[config.mk]
export PLATFORM = sky130hd
export DESIGN_NAME = sw_reg_bridge
export DESIGN_NICKNAME = d
export VERILOG_FILES = /design/src/rtl/swb_pkg.sv /design/src/rtl/swb_grant.sv /design/src/rtl/swb_access.sv /design/src/rtl/swb_regs.sv /design/src/rtl/sw_reg_bridge.sv
export SDC_FILE = /design/constraint.sdc
export NUM_CORES = 1
export LEC_CHECK = 0
export CAP_MARGIN = 20
export CORE_UTILIZATION = 48
export DETAILED_ROUTE_END_ITERATION = 10
export PLACE_DENSITY = 0.81
export SLEW_MARGIN = 20
export SYNTH_ARGS = -nofsm -noshare
export SYNTH_HDL_FRONTEND = slang
export SYNTH_HIERARCHICAL = 1
export SYNTH_SLANG_ARGS = --single-unit
[constraint.sdc]
create_clock -name clk -period 4.45 [get_ports clk]
set_clock_uncertainty 0.2 [all_clocks]
set_input_delay 1.335 -clock clk [delete_from_list [all_inputs] [get_ports clk]]
set_output_delay 1.335 -clock clk [all_outputs]
set_load 0.02 [all_outputs]
[src/rtl/swb_pkg.sv]
package swb_pkg;

  localparam int unsigned HOST_W   = 32;
  localparam int unsigned SW_W     = 2 * HOST_W;
  localparam int unsigned PAGE_W   = 8;
  localparam int unsigned REGN_W   = 8;

  // host register offsets (software depends on these)
  localparam int unsigned OFF_CMD  = 'h2C;
  localparam int unsigned OFF_WDH  = 'h30;
  localparam int unsigned OFF_WDL  = 'h34;
  localparam int unsigned OFF_RDH  = 'h38;
  localparam int unsigned OFF_RDL  = 'h3C;
  localparam int unsigned OFF_CTRL = 'h40;

  // command word fields
  localparam int unsigned CMD_GO   = 0;
  localparam int unsigned CMD_WR   = 1;
  localparam int unsigned CMD_CLR  = 2;
  localparam int unsigned CMD_REG  = 16;
  localparam int unsigned CMD_PAGE = 24;

  // control word fields
  localparam int unsigned CTL_REQ  = 3;
  localparam int unsigned CTL_GNT  = 4;
  localparam int unsigned CTL_INIT = 6;

  typedef enum logic {ACC_IDLE, ACC_OPEN} acc_state_t;

  function automatic logic [HOST_W-1:0] pack_cmd(input logic [PAGE_W-1:0] pg,
                                                 input logic [REGN_W-1:0] rn,
                                                 input logic wr,
                                                 input logic go);
    logic [HOST_W-1:0] w;
    w = '0;
    w[CMD_PAGE +: PAGE_W] = pg;
    w[CMD_REG  +: REGN_W] = rn;
    w[CMD_WR]             = wr;
    w[CMD_GO]             = go;
    return w;
  endfunction

  function automatic logic [HOST_W-1:0] pack_ctrl(input logic req,
                                                  input logic gnt,
                                                  input logic init);
    logic [HOST_W-1:0] w;
    w = '0;
    w[CTL_REQ]  = req;
    w[CTL_GNT]  = gnt;
    w[CTL_INIT] = init;
    return w;
  endfunction

endpackage

[src/rtl/swb_grant.sv]
module swb_grant (
  input  logic clk,
  input  logic rst_n,
  input  logic req_i,
  output logic grant_o
);
  // ownership answers the request one cycle later, both ways
  always_ff @(posedge clk or negedge rst_n) begin
    if (!rst_n) grant_o <= 1'b0;
    else        grant_o <= req_i;
  end
endmodule

[src/rtl/swb_access.sv]
module swb_access
  import swb_pkg::*;
#(
  parameter int unsigned PW = PAGE_W,
  parameter int unsigned RW = REGN_W,
  parameter int unsigned DW = SW_W
) (
  input  logic          clk,
  input  logic          rst_n,
  input  logic          cmd_we,
  input  logic          cmd_launch,
  input  logic [PW-1:0] cmd_page,
  input  logic [RW-1:0] cmd_reg,
  input  logic          cmd_wr,
  input  logic [DW-1:0] wd_word,
  input  logic          sw_ack,
  output logic          busy_o,
  output logic          rd_load_o,
  output logic          sw_req,
  output logic [PW-1:0] sw_page,
  output logic [RW-1:0] sw_regnum,
  output logic          sw_write,
  output logic [DW-1:0] sw_wdata
);
  acc_state_t state_q;
  logic [PW-1:0] page_q;
  logic [RW-1:0] reg_q;
  logic          wr_q;

  always_ff @(posedge clk or negedge rst_n) begin
    if (!rst_n) begin
      state_q <= ACC_IDLE;
      page_q  <= '0;
      reg_q   <= '0;
      wr_q    <= 1'b0;
    end else begin
      if (cmd_we) begin
        page_q <= cmd_page;
        reg_q  <= cmd_reg;
        wr_q   <= cmd_wr;
      end
      case (state_q)
        ACC_IDLE: if (cmd_launch) state_q <= ACC_OPEN;
        ACC_OPEN: if (sw_ack)     state_q <= ACC_IDLE;
        default:                  state_q <= ACC_IDLE;
      endcase
    end
  end

  always_comb begin
    busy_o    = (state_q == ACC_OPEN);
    sw_req    = busy_o;
    sw_page   = page_q;
    sw_regnum = reg_q;
    sw_write  = wr_q;
    sw_wdata  = wd_word;
    rd_load_o = busy_o && sw_ack && !wr_q;
  end
endmodule

[src/rtl/swb_regs.sv]
module swb_regs
  import swb_pkg::*;
#(
  parameter int unsigned ADDR_W = 8,
  parameter int unsigned HW     = HOST_W,
  parameter int unsigned PW     = PAGE_W,
  parameter int unsigned RW     = REGN_W,
  localparam int unsigned DW    = 2 * HW
) (
  input  logic              clk,
  input  logic              rst_n,
  input  logic              hb_wr,
  input  logic [ADDR_W-1:0] hb_addr,
  input  logic [HW-1:0]     hb_wdata,
  output logic [HW-1:0]     hb_rdata,
  input  logic              grant,
  input  logic              busy,
  input  logic [PW-1:0]     fld_page,
  input  logic [RW-1:0]     fld_reg,
  input  logic              fld_wr,
  input  logic              init_done,
  input  logic              rd_load,
  input  logic [DW-1:0]     rd_in,
  output logic              req_bit,
  output logic              cmd_we,
  output logic              cmd_launch,
  output logic              data_clear,
  output logic [DW-1:0]     wd_word,
  output logic [DW-1:0]     rd_word
);
  function automatic logic hit(input logic [ADDR_W-1:0] a, input int unsigned off);
    return a == ADDR_W'(off);
  endfunction

  logic wr_cmd, wr_ctrl;

  always_comb begin
    wr_cmd     = hb_wr && hit(hb_addr, OFF_CMD);
    wr_ctrl    = hb_wr && hit(hb_addr, OFF_CTRL);
    cmd_we     = wr_cmd && grant && !busy;
    cmd_launch = cmd_we && hb_wdata[CMD_GO] && !hb_wdata[CMD_CLR];
    data_clear = cmd_we && hb_wdata[CMD_CLR];
  end

  always_ff @(posedge clk or negedge rst_n) begin
    if (!rst_n)       req_bit <= 1'b0;
    else if (wr_ctrl) req_bit <= hb_wdata[CTL_REQ];
  end

  // outgoing data words: index 0 = low, 1 = high
  for (genvar g = 0; g < 2; g++) begin : g_wd
    localparam int unsigned OFF = (g == 0) ? OFF_WDL : OFF_WDH;
    always_ff @(posedge clk or negedge rst_n) begin
      if (!rst_n)
        wd_word[g*HW +: HW] <= '0;
      else if (data_clear)
        wd_word[g*HW +: HW] <= '0;
      else if (hb_wr && hit(hb_addr, OFF) && !busy)
        wd_word[g*HW +: HW] <= hb_wdata;
    end
  end

  always_ff @(posedge clk or negedge rst_n) begin
    if (!rst_n)          rd_word <= '0;
    else if (data_clear) rd_word <= '0;
    else if (rd_load)    rd_word <= rd_in;
  end

  always_comb begin
    hb_rdata = '0;
    if (hit(hb_addr, OFF_CMD))  hb_rdata = pack_cmd(fld_page, fld_reg, fld_wr, busy);
    if (hit(hb_addr, OFF_WDH))  hb_rdata = wd_word[HW +: HW];
    if (hit(hb_addr, OFF_WDL))  hb_rdata = wd_word[0 +: HW];
    if (hit(hb_addr, OFF_RDH))  hb_rdata = rd_word[HW +: HW];
    if (hit(hb_addr, OFF_RDL))  hb_rdata = rd_word[0 +: HW];
    if (hit(hb_addr, OFF_CTRL)) hb_rdata = pack_ctrl(req_bit, grant, init_done);
  end
endmodule

[src/rtl/sw_reg_bridge.sv]
module sw_reg_bridge
  import swb_pkg::*;
#(
  parameter int unsigned ADDR_W = 8
) (
  input  logic              clk,
  input  logic              rst_n,
  input  logic              hb_wr,
  input  logic [ADDR_W-1:0] hb_addr,
  input  logic [HOST_W-1:0] hb_wdata,
  output logic [HOST_W-1:0] hb_rdata,
  input  logic              sw_init_done,
  output logic              sw_req,
  output logic [PAGE_W-1:0] sw_page,
  output logic [REGN_W-1:0] sw_regnum,
  output logic              sw_write,
  output logic [SW_W-1:0]   sw_wdata,
  input  logic              sw_ack,
  input  logic [SW_W-1:0]   sw_rdata
);
  logic            req_bit, grant, busy, rd_load;
  logic            cmd_we, cmd_launch, data_clear;
  logic [SW_W-1:0] wd_word, rd_word;

  swb_grant i_grant (
    .clk     (clk),
    .rst_n   (rst_n),
    .req_i   (req_bit),
    .grant_o (grant)
  );

  swb_regs #(.ADDR_W(ADDR_W)) i_regs (
    .clk        (clk),
    .rst_n      (rst_n),
    .hb_wr      (hb_wr),
    .hb_addr    (hb_addr),
    .hb_wdata   (hb_wdata),
    .hb_rdata   (hb_rdata),
    .grant      (grant),
    .busy       (busy),
    .fld_page   (sw_page),
    .fld_reg    (sw_regnum),
    .fld_wr     (sw_write),
    .init_done  (sw_init_done),
    .rd_load    (rd_load),
    .rd_in      (sw_rdata),
    .req_bit    (req_bit),
    .cmd_we     (cmd_we),
    .cmd_launch (cmd_launch),
    .data_clear (data_clear),
    .wd_word    (wd_word),
    .rd_word    (rd_word)
  );

  swb_access i_access (
    .clk        (clk),
    .rst_n      (rst_n),
    .cmd_we     (cmd_we),
    .cmd_launch (cmd_launch),
    .cmd_page   (hb_wdata[CMD_PAGE +: PAGE_W]),
    .cmd_reg    (hb_wdata[CMD_REG +: REGN_W]),
    .cmd_wr     (hb_wdata[CMD_WR]),
    .wd_word    (wd_word),
    .sw_ack     (sw_ack),
    .busy_o     (busy),
    .rd_load_o  (rd_load),
    .sw_req     (sw_req),
    .sw_page    (sw_page),
    .sw_regnum  (sw_regnum),
    .sw_write   (sw_write),
    .sw_wdata   (sw_wdata)
  );
endmodule

After elaboration in Yosys (flattened, before gate mapping) --
Cells that the tools add are included.
Cells by class: bitwise logic cells 1, reduce and logical (&&, ||, !) cells 19, muxes and demuxes 15, eq/ne operators 6
Operators with widths (number):
- $mux W32 | 10
- $mux W64 | 2
- $eq A8 B6 Y1 const B | 5
- $logic_and A1 B1 Y1 | 13
- $eq A8 B7 Y1 const B | 1
- $reduce_bool A2 Y1 | 3
- $logic_not A1 Y1 | 3
- $mux W1 | 2
- $pmux W1 S2 | 1
- $not A1 Y1 | 1
Word-level totals: output and inout bits 114, register bits 148, logic and storage cells 50

Longest topological paths before layout --
Gate-level depths: netlist (run 1).
depth in word-level cells 8, depth in mapped cells 8

Hierarchy --
Netlist (run 1), hierarchy kept.
Modules (own cells, without submodules):
- swb_regs | cells an instance 722, area each 6540.0 µm², sequential area each 3228.1 µm², times used 1
- swb_access | cells an instance 106, area each 1219.9 µm², sequential area each 450.4 µm², times used 1
- swb_grant | cells an instance 1, area each 25.0 µm², sequential area each 25.0 µm², times used 1

Least setup slack after synthesis (run 1) --
OpenSTA, ideal clock, no wires.
kind input to output, start in hb_addr[0], end out hb_rdata[25], cell stages on the path 7, arrival time 2870 ps, slack 45 ps, cell sequence nand4bb_1 > buf_2 > nor4_2 > buf_4 > buf_6 > a2bb2oi_1 > o32ai_1
On the way: cells in the longest elaborated chain, start to end 7, elaborated cells between the ends (all ways) 12, classes of those cells 6 x eq/ne; 6 x mux
RTL lines:
- start, declared | line sw_reg_bridge.sv:9 | input logic [ADDR_W-1:0] hb_addr,
- $eq A8 B6 Y1 | line swb_regs.sv:32 | return a == ADDR_W'(off);
- $mux W32 | line swb_regs.sv:71 | if (hit(hb_addr, OFF_CMD)) hb_rdata = pack_cmd(fld_page, fld_reg, fld_wr, busy);
- $mux W32 | line swb_regs.sv:72 | if (hit(hb_addr, OFF_WDH)) hb_rdata = wd_word[HW +: HW];
- $mux W32 | line swb_regs.sv:73 | if (hit(hb_addr, OFF_WDL)) hb_rdata = wd_word[0 +: HW];
- $mux W32 | line swb_regs.sv:74 | if (hit(hb_addr, OFF_RDH)) hb_rdata = rd_word[HW +: HW];
- $mux W32 | line swb_regs.sv:75 | if (hit(hb_addr, OFF_RDL)) hb_rdata = rd_word[0 +: HW];
- $mux W32 (*) | line swb_regs.sv:76 | if (hit(hb_addr, OFF_CTRL)) hb_rdata = pack_ctrl(req_bit, grant, init_done);
- end, declared | line sw_reg_bridge.sv:11 | output logic [HOST_W-1:0] hb_rdata,
Mark *: on every way between the ends. The rest lies on a longest branch, timed or not.

Worst setup path in the final report (run 1) --
start in hb_addr[3], end out hb_rdata[27]
Same word-level chain as after synthesis.

==> parameters.txt, run 1 <==
Parameter                              Value

Run status
  Outcome    finished, violations left
  Violated checks    negative setup slack

Power
  Lkg Pwr    4.81 nW
  Cell Pwr Density    306 nW/um^2
  Worst-case vdd ir drop    0.277 mV

Routing
  Average wire per standard cell    21.0 um
  Number of antenna-violating nets in the routed design    0
  Drc violations    0
  Post-DR vias/cell    5.75
  Via total after detailed routing    7076
  Detailed-route wire length    25800 um
  Number of DRC markers in iteration 0    738
  Pre-antenna DRT Iters    6

Worst hold path
  Hold path startpoint    i_regs/req_bit$_DFFE_PN0P_
  Worst min-delay path class    flop to flop
  Terminating pin of the worst hold path    i_grant/grant_o$_DFF_PN0_
  Number of stages on the worst hold path    0

Synthesis
  Average cell area after synthesis    9.39 um^2
  Syn_nets    938
  Sequential cell area fraction in the yosys report    47.6%
  Count of distinct cell types in the synthesized netlist    39
  Cell types with the largest area share after synthesis    dfrtp_1, mux2i_1, nand2_1, buf_4, nor2_1
  Share of the synthesized area in the top cell type    47.6%
  Async set or reset register ratio after synthesis    100%
  Cell count after synthesis    829
  Number of synthesized flops with an enable pin    0
  Ranking of synthesized cells by instance count    dfrtp_1, nand2_1, nor2_1, buf_4, mux2i_1
  Register bit total from synthesis    148
  Cell taking the most area after synthesis    dfrtp_1
  Syn. warnings    6
  Most used flip-flop cell after synthesis    dfrtp_1
  Post-Syn Area    7780 um^2

Place
  Placed wire-length estimate after detailed placement    17000 um
  Post-detailed-placement cell area    9970 um^2
  Port buffer count    222
  Placer Congestion    0.875

Worst setup path
  CP max FO    14
  Category of the most critical setup path    input pin to output port
  Required @ worst endpoint    2910 ps
  Reg2Reg Setup Slack    2440 ps
  Reg-to-Reg Start    i_access/busy_o$_DFF_PN0_
  Crit start category    input pin
  Worst reg2reg endpoint    i_regs/wd_word[21]$_DFFE_PN0P_
  Reg2Reg Depth    5
  Critical path arrival    2960 ps
  Crit path capture type    output port

Global routing
  Total GRT Usage    31.6%
  Number of antenna violations at the first check in global routing    1
  Met3 track demand over resource in global routing    6.65%
  Gr ovfl total    0
  Routing usage on met1    42.3%
  Maximum number of pins on one net before global-route repair    71
  Most congested layer reported by global routing    met2
  Met2 routing resource usage after global routing    48.8%
  Vias in the first global route    6836
  Wire length of the first global-routing pass    39000 um

Timing
  Slack of the critical path    -46.7 ps
  Worst hold slack after final layout    242 ps
  Highest Clock Rate    0.222 GHz
  Clock period minus final worst setup slack    4500 ps
  Final clock period utilization by the worst path    101%
  Final number of max-transition violations    0
  Final setup vio count    1
  Final Hold Viols    0
  Aggregate negative setup slack    -46.7 ps
  Normalized max-slew margin    54.7%
  Measured slew at the worst slew-check pin    679 ps

Floorplanning
  Die Outline Area    16700 um^2
  DIE WIDTH    129 um
  Core footprint    15900 um^2
  Row cnt    46
  Initial cell density of the core    49.0%
  Count of pins on the block boundary    223
  Die Span Y    129 um

Cells and area
  Layout Utilization    68.0%
  Area growth from synthesis to layout    38.7%
  Final-stage net count    1110
  Final std cell area, no fill    10800 um^2
  Share of layout cells above drive strength 1    18.2%

Clocking
  Cts bufs inserted    17
  Clock tree from TritonCTS    done
  Maximum number of buffers from clock root to sink    2
  Clock latency on the worst-skew pair    420 ps
  Cell at the root of the clock tree    clkbuf_16
  Clock slew seen by the registers of the worst setup and hold paths    60 ps
  TritonCTS sink count    148
  Maximum level of the CTS H-tree    4
  Hold-fix buffers at CTS    0

Run
  Max-cap violations    0
==> repair_timing <==
item	in CTS	in global routing
setup endpoints to repair	32	26
resized for setup	218	20
buffers inserted	8	1
pin swaps	20	7
cloned	2	0
==> through the flow <==
| stage | std cells | total power, mW | worst slack [ps] |
|---|---|---|---|
| after CTS | 1228 | 3.31 | 3.57 |
| after global routing | 1229 | 3.41 | -40.8 |
| after detailed placement | 1187 | 1.79 | -845 |
| after floorplan | 829 | 1.59 | 44.6 |
| after global placement | 1187 | 1.78 | -813 |
| final | 1230 | 3.30 | -46.7 |
==> layer usage <==
layer,wire [um],vias to the layer above
li1,-,3134
met1,10500,3439
met2,12100,418
met3,2180,85
met4,1010,0
met5,0,-
==> placed cells by master (no fill, tap or decap), drive strengths merged, types with 2 or more instances in the layout <==
cell / n
a211o: 3
a211oi: 11
a21oi: 64
a2bb2oi: 31
and4: 2
buf: 99
bufinv: 4
clkbuf: 20
clkdlybuf4s50: 181
clkinv: 6
clkinvlp: 2
dfrtp: 148
inv: 2
mux2: 23
mux2i: 65
nand2: 148
nand2b: 3
nor2: 119
nor2b: 15
nor3: 6
nor4: 12
o21ai: 3
o221ai: 3
o22ai: 18
o32ai: 13
==> kinds of logic after synthesis <==
kind of cell | after synthesis | synth area share, %
DFF | 148 | 47.6
buffers and inverters | 132 | 10.5
muxes | 88 | 12.2
AOI/OAI and AO/OA | 146 | 12.4
and+or+nand+nor | 315 | 17.3
==> sequential cells by signal (all words and copies together) (netlist names) <==
register and cells:
i_regs/req_bit 1, i_grant/grant_o 1, i_regs/wd_word 64, i_regs/rd_word 64, i_access/sw_regnum 8, i_access/sw_write 1, i_access/busy_o 1, i_access/sw_page 8
==> report_power, final <==
group / switching [mW] / internal (mW)
combinational: 0.182 / 0.199
sequential: 0.0268 / 1.38
clock: 0.572 / 0.949
==> worst max-delay path, stage by stage <==
cell	delay, ps
buf_2	210
buf_12	190
nand2b_2	170
buf_12	160
a2bb2oi_1	220
nor2_1	80
o32ai_1	360
buf_2	240
==> final cells by class <==
type	instances	area (um^2)
Antenna cell	1	2.50
Clock buffer	18	439
Clock inverter	13	181
Fill cell	1238	5090
Inverter	1	3.75
Multi-Input combinational cell	549	3480
Sequential cell	148	3700
Tap cell	216	270
Timing Repair Buffer	284	2720
==> worst max path at each step <==
stage	cells past startpoint	to	start	slack [ps]
6_report	8	hb_rdata[27]	hb_addr[3]	-50
5_1_grt	8	hb_rdata[27]	hb_addr[3]	-40
4_1_cts	7	hb_rdata[16]	hb_addr[3]	4
3_5_place_dp	8	hb_rdata[12]	hb_addr[0]	-850
3_3_place_gp	8	hb_rdata[12]	hb_addr[0]	-810
2_1_floorplan	7	hb_rdata[25]	hb_addr[0]	40
(Power assumes the default switching activity.)
==> run 2, diff against run 1 <==
Settings changed: CORE_MARGIN from default to 2, RECOVER_POWER from default to 25.
==> parameters.txt, run 2 (synthesis results as in run 1) <==
Parameter                              Value

Run status
  Outcome    finished, violations left
  Violated checks    max-capacitance violations, max-slew violations, negative setup slack

Power
  Lkg Pwr    4.78 nW (-0.65%)
  Part of the power in registers    42.9% (+0.4 points)
  Net Switching    0.769 mW (-1.4%)
  Cell Pwr Density    304 nW/um^2 (-0.67%)
  Worst-case vdd ir drop    0.300 mV (+8.5%)
  Proportion of power drawn by the clock network    45.6% (-0.4 points)
  Switching share of total power    23.5% (-0.096 points)
  Logic pwr share    11.5% (about the same)
  Internal power component    2.50 mW (-0.85%)

Clocking
  Clock slew seen by the registers of the worst setup and hold paths    60 ps (about the same)
  Hold-fix buffers at CTS    0 (unchanged)
  TritonCTS sink count    148 (unchanged)
  Maximum level of the CTS H-tree    4 (unchanged)
  Maximum number of buffers from clock root to sink    2 (unchanged)
  Clock latency on the worst-skew pair    420 ps (about the same)
  Cell at the root of the clock tree    clkbuf_16
  Cts bufs inserted    17 (unchanged)
  Clock tree from TritonCTS    done

Place
  Instance count after placement with tap cells included    1186 (-0.084%)
  Placed wire-length estimate after detailed placement    17400 um (+2.3%)
  Port buffer count    222 (unchanged)
  Placer Congestion    0.879 (+0.41%)

Worst setup path
  Critical Path Max Stage Delay    310 ps (-50 ps)
  Slowest stage cell on the critical path    o32ai_2
  Crit path capture type    output port
  Critical path arrival    2940 ps (-20 ps)
  Critical path cell sequence    buf_6 -> nand4bb_4 -> nor4_4 -> buf_6 -> buf_6 -> buf_6 -> a2bb2oi_1 -> o32ai_2 -> buf_4
  Required @ worst endpoint    2910 ps (about the same)
  CP max FO    4 (-10)
  Most frequent CP cell    buf_6
  Crit start category    input pin
  Category of the most critical setup path    input pin to output port

Timing
  Measured slew at the worst slew-check pin    2710 ps (+2030 ps)
  Aggregate negative setup slack    -25.4 ps (+21.3 ps)
  Slack of the critical path    -25.4 ps (+21.3 ps)
  Final clock period utilization by the worst path    101% (-0.48 points)
  Worst hold slack after final layout    224 ps (-17.5 ps)
  Normalized max-slew margin    -80.5% (-140 points)
  Final number of max-transition violations    57 (+57)
  Final setup vio count    1 (unchanged)
  Final Hold Viols    0 (unchanged)
  Unrepaired setup endpoints after global routing    yes
  Clock period minus final worst setup slack    4480 ps (-21.3 ps)
  Highest Clock Rate    0.223 GHz (+0.48%)

Floorplanning
  DIE WIDTH    131 um (+1.5%)
  Die Outline Area    17300 um^2 (+3.1%)
  Row cnt    46 (unchanged)
  Die Span Y    131 um (+1.5%)
  Core footprint    15900 um^2 (unchanged)
  Initial cell density of the core    49.0% (unchanged)
  Count of pins on the block boundary    223 (unchanged)

Global routing
  Gr ovfl total    0 (unchanged)
  Total GRT Usage    30.3% (-1.3 points)
  Wire length of the first global-routing pass    40500 um (+4.0%)
  Number of antenna violations at the first check in global routing    1 (unchanged)
  Vias in the first global route    7110 (+4.0%)
  Maximum number of pins on one net before global-route repair    73 (+2.8%)

Cells and area
  Regs by FF count    i_regs/rd_word x64, i_regs/wd_word x64
  Commonest non-fill, non-tap cell in the layout    clkdlybuf4s50_1
  Area growth from synthesis to layout    38.3%
  Share of layout cells above drive strength 1    18.1% (-0.054 points)
  Number of diodes    0 (-1)
  Number of standard cells in the layout, taps in and fillers out    1232 (+0.16%)
  Final-stage net count    1112 (+0.18%)
  Most frequent cells in the layout    clkdlybuf4s50_1, dfrtp_1, nand2_1, nor2_1, mux2i_1

Routing
  Number of DRC markers in iteration 0    703 (-4.7%)
  Detailed-route wire length    25900 um (+0.59%)
  Post-DR vias/cell    5.73 (-0.33%)
  Number of antenna-violating nets in the routed design    0 (unchanged)
  Via total after detailed routing    7064 (-0.17%)
  Pre-antenna DRT Iters    5 (-1)
  Drc violations    0 (unchanged)
  Average wire per standard cell    21.0 um (+0.43%)

Run
  Max-cap violations    1 (+1)

Worst hold path
  Worst min-delay path class    flop to flop
==> run 2: changes by cell type in the layout (fill, tap and decap cells not counted), moves of 2 or more <==
| cell | delta |
|---|---|
| buf_4 | +6 |
| buf_8 | -4 |
| nor4_4 | -3 |
| buf_12 | +2 |
| buf_2 | -2 |
| clkbuf_8 | +2 |
| clkinv_2 | -2 |
| nand2_2 | +2 |
| nand2_4 | -2 |
| nor3_2 | +2 |
| nor4_2 | +2 |
==> run 2: repair_timing <==
action	CTS	global route
setup buffers	9	2
gates cloned	5	0
endpoints found under the setup margin	32	21
gates resized for setup	206	19
pin swaps	16	11
==> run 2: final timing paths <==
check                           depth (start not counted)                       start                             end  slack (ps)
worst max-delay path                                    9                  hb_addr[0]                    hb_rdata[24]         -30
worst min-delay path                                    0  i_regs/req_bit$_DFFE_PN0P_       i_grant/grant_o$_DFF_PN0_         220
worst max register to register                          5   i_access/busy_o$_DFF_PN0_  i_regs/wd_word[29]$_DFFE_PN0P_        2120
worst min register to register                          0  i_regs/req_bit$_DFFE_PN0P_       i_grant/grant_o$_DFF_PN0_         220
max in group asynchronous                               2                       rst_n  i_regs/rd_word[52]$_DFFE_PN0P_         760
min in group asynchronous                               1                       rst_n  i_regs/wd_word[42]$_DFFE_PN0P_        1700
==> run 2: layout make-up <==
class,count,area [um^2]
Clock buffer,21,470
Sequential cell,148,3700
Multi-Input combinational cell,549,3420
Inverter,1,3.75
Timing Repair Buffer,286,2750
Tap cell,216,270
Clock inverter,11,149
Fill cell,1259,5120
==> run 2: power by group through the flow <==
stage | registers [mW] | clock network, mW | logic [mW]
6_report | 1.40 | 1.49 | 0.376
5_1_grt | 1.40 | 1.57 | 0.401
4_1_cts | 1.40 | 1.51 | 0.374
3_5_place_dp | 1.42 | 0 | 0.367
3_3_place_gp | 1.42 | 0 | 0.363
2_1_floorplan | 1.42 | 0 | 0.169
==> run 2: layer usage <==
layer	vias up	part of all wire, %	global-route usage [%]
met5	-	0.039	0
li1	3132	-	-
met4	2	4.5	13.9
met1	3487	43	41.0
met3	94	6.4	6.21
met2	349	46	47.0
==> run 2: critical path: cells and delay by family <==
| family | cells | cell delay [ps] |
|---|---|---|
| AOI/OAI and AO/OA | 2 | 390 |
| buffers and inverters | 5 | 680 |
| and+or+nand+nor | 2 | 520 |
==> run 2: stage by stage <==
stage | area, um^2 | worst slack [ps] | util (%) | power (mW)
3_3_place_gp | 10000 | -815 | 62.9 | 1.79
6_report | 10800 | -25.4 | 67.8 | 3.27
3_5_place_dp | 10000 | -831 | 62.9 | 1.79
4_1_cts | 10800 | 1.05 | 67.9 | 3.28
5_1_grt | 10800 | -26.6 | 67.8 | 3.37
2_1_floorplan | 7780 | 44.6 | - | 1.59
